## src/rtl/bmdma_pkg.sv

```systemverilog
package bmdma_pkg;

    typedef enum logic [1:0] {
        ST_IDLE = 2'd0,
        ST_RUN  = 2'd1,
        ST_DONE = 2'd2
    } xfer_state_e;

    localparam int PTR_W       = 32;
    localparam int BUS_W       = 16;
    localparam int LANES       = BUS_W / 8;

    localparam int CMD_GO_BIT  = 0;
    localparam int CMD_DIR_BIT = 3;

    localparam int STS_ACT_BIT = 0;
    localparam int STS_ERR_BIT = 1;
    localparam int STS_IRQ_BIT = 2;
    localparam int STS_CAP_LSB = 5;

    localparam logic [1:0] W_CMD    = 2'd0;
    localparam logic [1:0] W_STS    = 2'd1;
    localparam logic [1:0] W_PTR_LO = 2'd2;
    localparam logic [1:0] W_PTR_HI = 2'd3;

endpackage

```

## src/rtl/bmdma_xfer_fsm.sv

```systemverilog
module bmdma_xfer_fsm
    import bmdma_pkg::*;
(
    input  logic clk,
    input  logic rst_n,
    input  logic cmd_we,
    input  logic wr_go,
    input  logic wr_dir,
    input  logic eot_evt,
    output logic go_bit,
    output logic active,
    output logic dir,
    output logic abort_pulse
);

    xfer_state_e state_q, state_d;
    logic        req_go, req_stop;
    logic        dir_q, abort_q;

    assign req_go   = cmd_we && wr_go;
    assign req_stop = cmd_we && !wr_go;

    // state register
    always_ff @(posedge clk or negedge rst_n) begin
        if (!rst_n) state_q <= ST_IDLE;
        else        state_q <= state_d;
    end

    // transitions: go, finish, abort, release
    always_comb begin
        state_d = state_q;
        unique case (state_q)
            ST_IDLE: if (req_go) state_d = ST_RUN;
            ST_RUN: begin
                if (req_stop)     state_d = ST_IDLE;
                else if (eot_evt) state_d = ST_DONE;
            end
            ST_DONE: if (req_stop) state_d = ST_IDLE;
            default: state_d = ST_IDLE;
        endcase
    end

    // outputs
    always_ff @(posedge clk or negedge rst_n) begin
        if (!rst_n) begin
            dir_q   <= 1'b0;
            abort_q <= 1'b0;
        end else begin
            if (cmd_we) dir_q <= wr_dir;
            abort_q <= (state_q == ST_RUN) && req_stop;
        end
    end

    assign go_bit      = (state_q != ST_IDLE);
    assign active      = (state_q == ST_RUN);
    assign dir         = dir_q;
    assign abort_pulse = abort_q;

    p_stop_clears_r4: assert property (@(posedge clk) disable iff (!rst_n)
        req_stop |=> (!active && !go_bit));

    p_go_needs_write_r2: assert property (@(posedge clk) disable iff (!rst_n)
        $rose(go_bit) |-> $past(req_go));

    p_eot_finishes_r3: assert property (@(posedge clk) disable iff (!rst_n)
        (active && eot_evt && !req_stop) |=> (!active && go_bit));

    p_abort_one_cycle_r4: assert property (@(posedge clk) disable iff (!rst_n)
        abort_pulse |=> !abort_pulse);

endmodule

```

## src/rtl/bmdma_status.sv

```systemverilog
module bmdma_status
    import bmdma_pkg::*;
#(
    parameter int NUM_DRIVES = 2
) (
    input  logic                  clk,
    input  logic                  rst_n,
    input  logic                  sts_we,
    input  logic                  wr_err_clr,
    input  logic                  wr_irq_clr,
    input  logic [NUM_DRIVES-1:0] wr_cap,
    input  logic                  buserr_evt,
    input  logic                  devirq_evt,
    output logic                  err_flag,
    output logic                  irq_flag,
    output logic [NUM_DRIVES-1:0] cap
);

    logic err_q, irq_q;

    // events take precedence over a clearing write in the same cycle
    always_ff @(posedge clk or negedge rst_n) begin
        if (!rst_n) begin
            err_q <= 1'b0;
            irq_q <= 1'b0;
        end else begin
            if (buserr_evt)               err_q <= 1'b1;
            else if (sts_we && wr_err_clr) err_q <= 1'b0;
            if (devirq_evt)               irq_q <= 1'b1;
            else if (sts_we && wr_irq_clr) irq_q <= 1'b0;
        end
    end

    for (genvar i = 0; i < NUM_DRIVES; i++) begin : g_cap
        logic q;
        always_ff @(posedge clk or negedge rst_n) begin
            if (!rst_n)      q <= 1'b0;
            else if (sts_we) q <= wr_cap[i];
        end
        assign cap[i] = q;
    end

    assign err_flag = err_q;
    assign irq_flag = irq_q;

    p_err_sets_r6: assert property (@(posedge clk) disable iff (!rst_n)
        buserr_evt |=> err_flag);

    p_err_keeps_r6: assert property (@(posedge clk) disable iff (!rst_n)
        (err_flag && !(sts_we && wr_err_clr)) |=> err_flag);

    p_irq_keeps_r7: assert property (@(posedge clk) disable iff (!rst_n)
        (irq_flag && !(sts_we && wr_irq_clr)) |=> irq_flag);

    p_irq_clears_r7: assert property (@(posedge clk) disable iff (!rst_n)
        (sts_we && wr_irq_clr && !devirq_evt) |=> !irq_flag);

endmodule

```

## src/rtl/bmdma_tblptr.sv

```systemverilog
module bmdma_tblptr
    import bmdma_pkg::*;
#(
    parameter int ALIGN_BITS = 2
) (
    input  logic             clk,
    input  logic             rst_n,
    input  logic [PTR_W/8-1:0] lane_we,
    input  logic [BUS_W-1:0] wdata,
    output logic [PTR_W-1:0] base
);

    localparam int NBYTES = PTR_W / 8;
    localparam logic [PTR_W-1:0] KEEP_MASK = ~((PTR_W'(1) << ALIGN_BITS) - PTR_W'(1));

    logic [PTR_W-1:0] raw;

    for (genvar i = 0; i < NBYTES; i++) begin : g_lane
        logic [7:0] q;
        always_ff @(posedge clk or negedge rst_n) begin
            if (!rst_n)          q <= 8'h00;
            else if (lane_we[i]) q <= wdata[8*(i%LANES) +: 8];
        end
        assign raw[8*i +: 8] = q;
    end

    assign base = raw & KEEP_MASK;

    p_ptr_hold_r9: assert property (@(posedge clk) disable iff (!rst_n)
        (lane_we == '0) |=> $stable(base));

endmodule

```

## src/rtl/bmdma_regs.sv

```systemverilog
module bmdma_regs
    import bmdma_pkg::*;
#(
    parameter int NUM_DRIVES = 2
) (
    input  logic        clk,
    input  logic        rst_n,
    input  logic        reg_sel,
    input  logic        reg_wr,
    input  logic [1:0]  reg_word,
    input  logic [1:0]  reg_be,
    input  logic [15:0] reg_wdata,
    output logic [15:0] reg_rdata,
    input  logic        evt_eot,
    input  logic        evt_bus_err,
    input  logic        evt_dev_irq,
    output logic        eng_run,
    output logic        eng_dir,
    output logic        eng_abort,
    output logic [31:0] tbl_base,
    output logic        irq
);

    logic                  wr_acc, rd_acc;
    logic                  cmd_we, sts_we;
    logic [PTR_W/8-1:0]    ptr_we;
    logic                  go_bit, active, dir;
    logic                  err_flag, irq_flag;
    logic [NUM_DRIVES-1:0] cap;
    logic [7:0]            cmd_byte, sts_byte;
    logic [15:0]           rd_mux, rdata_q;

    assign wr_acc = reg_sel && reg_wr;
    assign rd_acc = reg_sel && !reg_wr;
    assign cmd_we = wr_acc && (reg_word == W_CMD) && reg_be[0];
    assign sts_we = wr_acc && (reg_word == W_STS) && reg_be[0];
    assign ptr_we = { {2{wr_acc && reg_word == W_PTR_HI}} & reg_be,
                      {2{wr_acc && reg_word == W_PTR_LO}} & reg_be };

    bmdma_xfer_fsm u_fsm (
        .clk         (clk),
        .rst_n       (rst_n),
        .cmd_we      (cmd_we),
        .wr_go       (reg_wdata[CMD_GO_BIT]),
        .wr_dir      (reg_wdata[CMD_DIR_BIT]),
        .eot_evt     (evt_eot),
        .go_bit      (go_bit),
        .active      (active),
        .dir         (dir),
        .abort_pulse (eng_abort)
    );

    bmdma_status #(.NUM_DRIVES(NUM_DRIVES)) u_sts (
        .clk        (clk),
        .rst_n      (rst_n),
        .sts_we     (sts_we),
        .wr_err_clr (reg_wdata[STS_ERR_BIT]),
        .wr_irq_clr (reg_wdata[STS_IRQ_BIT]),
        .wr_cap     (reg_wdata[STS_CAP_LSB +: NUM_DRIVES]),
        .buserr_evt (evt_bus_err),
        .devirq_evt (evt_dev_irq),
        .err_flag   (err_flag),
        .irq_flag   (irq_flag),
        .cap        (cap)
    );

    bmdma_tblptr #(.ALIGN_BITS(2)) u_ptr (
        .clk     (clk),
        .rst_n   (rst_n),
        .lane_we (ptr_we),
        .wdata   (reg_wdata),
        .base    (tbl_base)
    );

    always_comb begin
        cmd_byte              = 8'h00;
        cmd_byte[CMD_GO_BIT]  = go_bit;
        cmd_byte[CMD_DIR_BIT] = dir;
        sts_byte              = 8'h00;
        sts_byte[STS_ACT_BIT] = active;
        sts_byte[STS_ERR_BIT] = err_flag;
        sts_byte[STS_IRQ_BIT] = irq_flag;
        sts_byte[STS_CAP_LSB +: NUM_DRIVES] = cap;
    end

    always_comb begin
        unique case (reg_word)
            W_CMD:    rd_mux = {8'h00, cmd_byte};
            W_STS:    rd_mux = {8'h00, sts_byte};
            W_PTR_LO: rd_mux = tbl_base[15:0];
            W_PTR_HI: rd_mux = tbl_base[31:16];
            default:  rd_mux = 16'h0000;
        endcase
    end

    always_ff @(posedge clk or negedge rst_n) begin
        if (!rst_n)      rdata_q <= 16'h0000;
        else if (rd_acc) rdata_q <= rd_mux;
    end

    assign reg_rdata = rdata_q;
    assign eng_run   = active;
    assign eng_dir   = dir;
    assign irq       = irq_flag;

    p_rdata_hold_r10: assert property (@(posedge clk) disable iff (!rst_n)
        !rd_acc |=> $stable(reg_rdata));

    p_run_needs_go_r2: assert property (@(posedge clk) disable iff (!rst_n)
        eng_run |-> go_bit);

endmodule

```

## config.mk

```make
export PLATFORM = sky130hd
export DESIGN_NAME = bmdma_regs
export DESIGN_NICKNAME = d
export VERILOG_FILES = /design/src/rtl/bmdma_pkg.sv /design/src/rtl/bmdma_xfer_fsm.sv /design/src/rtl/bmdma_status.sv /design/src/rtl/bmdma_tblptr.sv /design/src/rtl/bmdma_regs.sv
export SDC_FILE = /design/constraint.sdc
export NUM_CORES = 1
export LEC_CHECK = 0
export ABC_AREA = 1
export BUFFER_PORTS_ARGS = -buffer_cell sky130_fd_sc_hd__buf_2
export CAP_MARGIN = 20
export CORE_AREA = 2 2 64 97
export DETAILED_ROUTE_END_ITERATION = 8
export DIE_AREA = 0 0 66 99
export GPL_TIMING_DRIVEN = 0
export PLACE_DENSITY = 0.71
export SYNTH_ARGS = -nofsm -noshare
export SYNTH_HDL_FRONTEND = slang
export SYNTH_SLANG_ARGS = --single-unit
export TNS_END_PERCENT = 100
```

## constraint.sdc

```tcl
create_clock -name clk -period 0.9 [get_ports clk]
set_clock_uncertainty 0.05 [all_clocks]
set_input_delay 0.18 -clock clk [delete_from_list [all_inputs] [get_ports clk]]
set_output_delay 0.18 -clock clk [all_outputs]
set_load 0.01 [all_outputs]
```

==> summary.txt <==
Peak VDD IR: 1.20 mV
outcome: finished, violations left
Hold Fails Final Rpt: 26
Post-Synth Adder-Cell Area: 0
FF-to-FF Start: u_fsm.state_q[1]
LEAKAGE: 1.96 nW
Synth Warn #: 0
Congestion Overflow GR: 0
FP Rows: 34
Max Cap Viol: 0
pin count of the biggest net entering global routing: 29
Setup-failing EPs final: 59
clock sinks: 54
Post-Synth XOR/XNOR Area: 0
failing checks: hold timing, setup timing
Worst Setup SP: u_fsm.state_q[1]
Worst Hold Class: in2async
CP endpoint kind: primary output
nets: 432
Num CTS Buffers: 5
Area Overhead vs Synth: 51.9%
Min Clock Period, post-route: 1210 ps
total power draw: 7.13 mW
Most Crowded Layer GR: met2
grt met3 use: 0.0251
Cell Pwr Density: 1970 nW/µm²
number of I/O port buffers: 76
I/O Pins: 79
CTS root buf: clkbuf_8
main combinational cell family by area after synthesis: simple AND/OR/NAND/NOR gates
Reg area: 1350 µm²
area of the multi-input gates: 973 µm²
Die X: 66 µm
final worst slack: -314 ps
Unique masters post-synth: 19
met2 usage: 0.350
hold slack: -175 ps
Starting DRT DRC Count: 86
Synth Area in Compound Gates: 0.137
Avg Synthesized Cell Area: 8.92 µm²
hold_buf cts: 2
Inst Count DP: 417
# DRC: 0
CTS tree: yes
GRT Util Overall: 0.200
Clk Latency, worst-skew pair: 300 ps
R2R Path End: reg_rdata[0]
RSZ-0062 raised after global routing: true
Worst Reg-to-Reg Cells: 8
Worst-Margin Slew: 625 ps
DR vias: 2,302
FF+latch count, synth: 54
ant diodes: 0
detailed placer's ending HPWL: 4.14 mm
Fill cells: 528
CTS H-Tree Depth: 2
Post-Route WL: 6.55 mm
first-pass GRT wire length: 10.1 mm
Max Clock Freq: 824 MHz
post-route ant nets: 0
non-filler instance count after layout: 478
simple-gate portion of the synthesized area: 0.217
antenna violations before repair: 0
setup TNS: -9560 ps
Max Root-Sink Buffers: 2
critical path type: reg2out
required time worst endpoint: 670 ps
startpoint types: flop
Arr. time, crit path: 980 ps
R2R setup slack: -280 ps
register area share after synthesis: 0.568
post-synthesis cell area: 2380 µm²
CTS clock-pin slew for the worst setup and hold paths: 100 ps
Routed WL per cell: 13.7 µm
multiplexer share of the synthesized area: 0
first drt pass iteration count: 4
Core ar.: 5700 µm²
initial core utilization: 0.418
die span in y: 99 µm
layout cells sized above 1: 0.485
Slew Limit Fails: 0
CP max FO: 2
final worst-path cycle share: 1.35
Vias/cell: 4.82
Post-Synthesis Cells: 267
Die Footprint: 6530 µm²
gp weighted congestion: 0.755
Slew HR: 0.583
vias in the first global route: 2,206
grt met1 use: 0.243
==> worst max path at each step <==
stage                     depth (start not counted)              to
final                                             2         eng_run
after global routing                              2         eng_run
after CTS                                         3         eng_run
after detailed placement                          6  u_sts.err_flag
after global placement                            1   reg_rdata[12]
after floorplan                                   6    reg_rdata[0]
==> registers in the layout (all words and copies together), names as in the netlist <==
register,flops
u_fsm.state_q,2
u_fsm.abort_pulse,1
u_sts.g_cap.q,2
u_ptr.g_lane.q,30
u_sts.err_flag,1
u_sts.irq_flag,1
u_fsm.dir,1
reg_rdata,16
==> placed cells by master, fill, tap and decap left out <==
cell type / n
o21ai_0: 22
nand2_2: 15
a31oi_1: 11
buf_12: 2
nor3_4: 1
dlygate4sd3_1: 2
clkbuf_8: 5
nand2_1: 74
nand3_1: 4
inv_4: 2
buf_8: 1
o21ai_2: 15
nor3_2: 1
clkbuf_1: 1
o21ai_1: 4
dfrtp_1: 53
nand3_2: 3
nor2_2: 1
clkinvlp_4: 1
buf_4: 45
nor2_4: 5
inv_2: 2
buf_6: 20
nand4_1: 2
dfrtp_2: 1
nor2_1: 12
bufinv_16: 1
inv_1: 22
buf_2: 70
nand2_4: 6
conb_1: 2
==> cell type report <==
cell class | instances | area share
flip-flops and latches | 54 | 0.374
clock inverters | 2 | 0.0104
multi-input cells | 178 | 0.269
well taps | 72 | 0.0249
plain buffers | 10 | 0.0280
inverters | 26 | 0.0284
repair buffers | 130 | 0.245
clock buffers | 6 | 0.0201
==> critical path, stage by stage, from the launching register on <==
cell and delay [ps]:
dfrtp_2 430, nor2_2 120, buf_2 130
==> cells in the mapped netlist <==
cell type   n  area share
conb_1      1      0.0016
nand2_2     4       0.011
nand4_1     2      0.0053
nor3_1      2      0.0042
nor2_1     14       0.022
buf_4       4       0.013
nand3_1     7       0.015
buf_2       2      0.0042
o21ai_2    14       0.051
buf_6       4       0.019
o21ai_0    26       0.055
nor2_2      1      0.0026
nand2_1    91        0.14
nor2_4      3       0.014
inv_2       1      0.0016
inv_1      25       0.039
o21ai_1     1      0.0021
a31oi_1    11       0.029
dfrtp_1    54        0.57
==> power breakdown <==
group          internal, mW  switching [mW]  leakage (nW)
logic                  1.21            1.15          1.24
clock network         0.831           0.799        0.0514
registers              2.85           0.276         0.674
==> metal layers <==
layer | up-vias | share of wire
met5 | - | 0
met4 | 0 | 0.029
met3 | 14 | 0.041
met2 | 70 | 0.53
met1 | 1089 | 0.40
li1 | 1129 | -
==> through the flow <==
step                utilization  hold WS, ps  setup slack (ps)  area (µm²)
floorplan                     -         -166             -28.7        2410
global placement          0.506          317              -404        2880
detailed placement        0.509          188              -370        2900
CTS                       0.588         -151              -314        3350
global route              0.635         -141              -366        3620
finish                    0.635         -175              -314        3620
==> kinds of logic after synthesis <==
| logic type | Yosys count |
|---|---|
| other cells | 1 |
| flops | 54 |
| simple gates | 124 |
| buf+inv | 36 |
| compound gates | 52 |
==> repair_timing <==
action / 4_1_cts / 5_1_grt
pin swaps: 3 / 17
resized for setup: 12 / 48
endpoints found under the hold margin: 28 / 26
cloned: 0 / 1
setup endpoints to repair: 60 / 82
buffers inserted: 38 / 17
No activity file was read; power rests on OpenSTA's default activity.
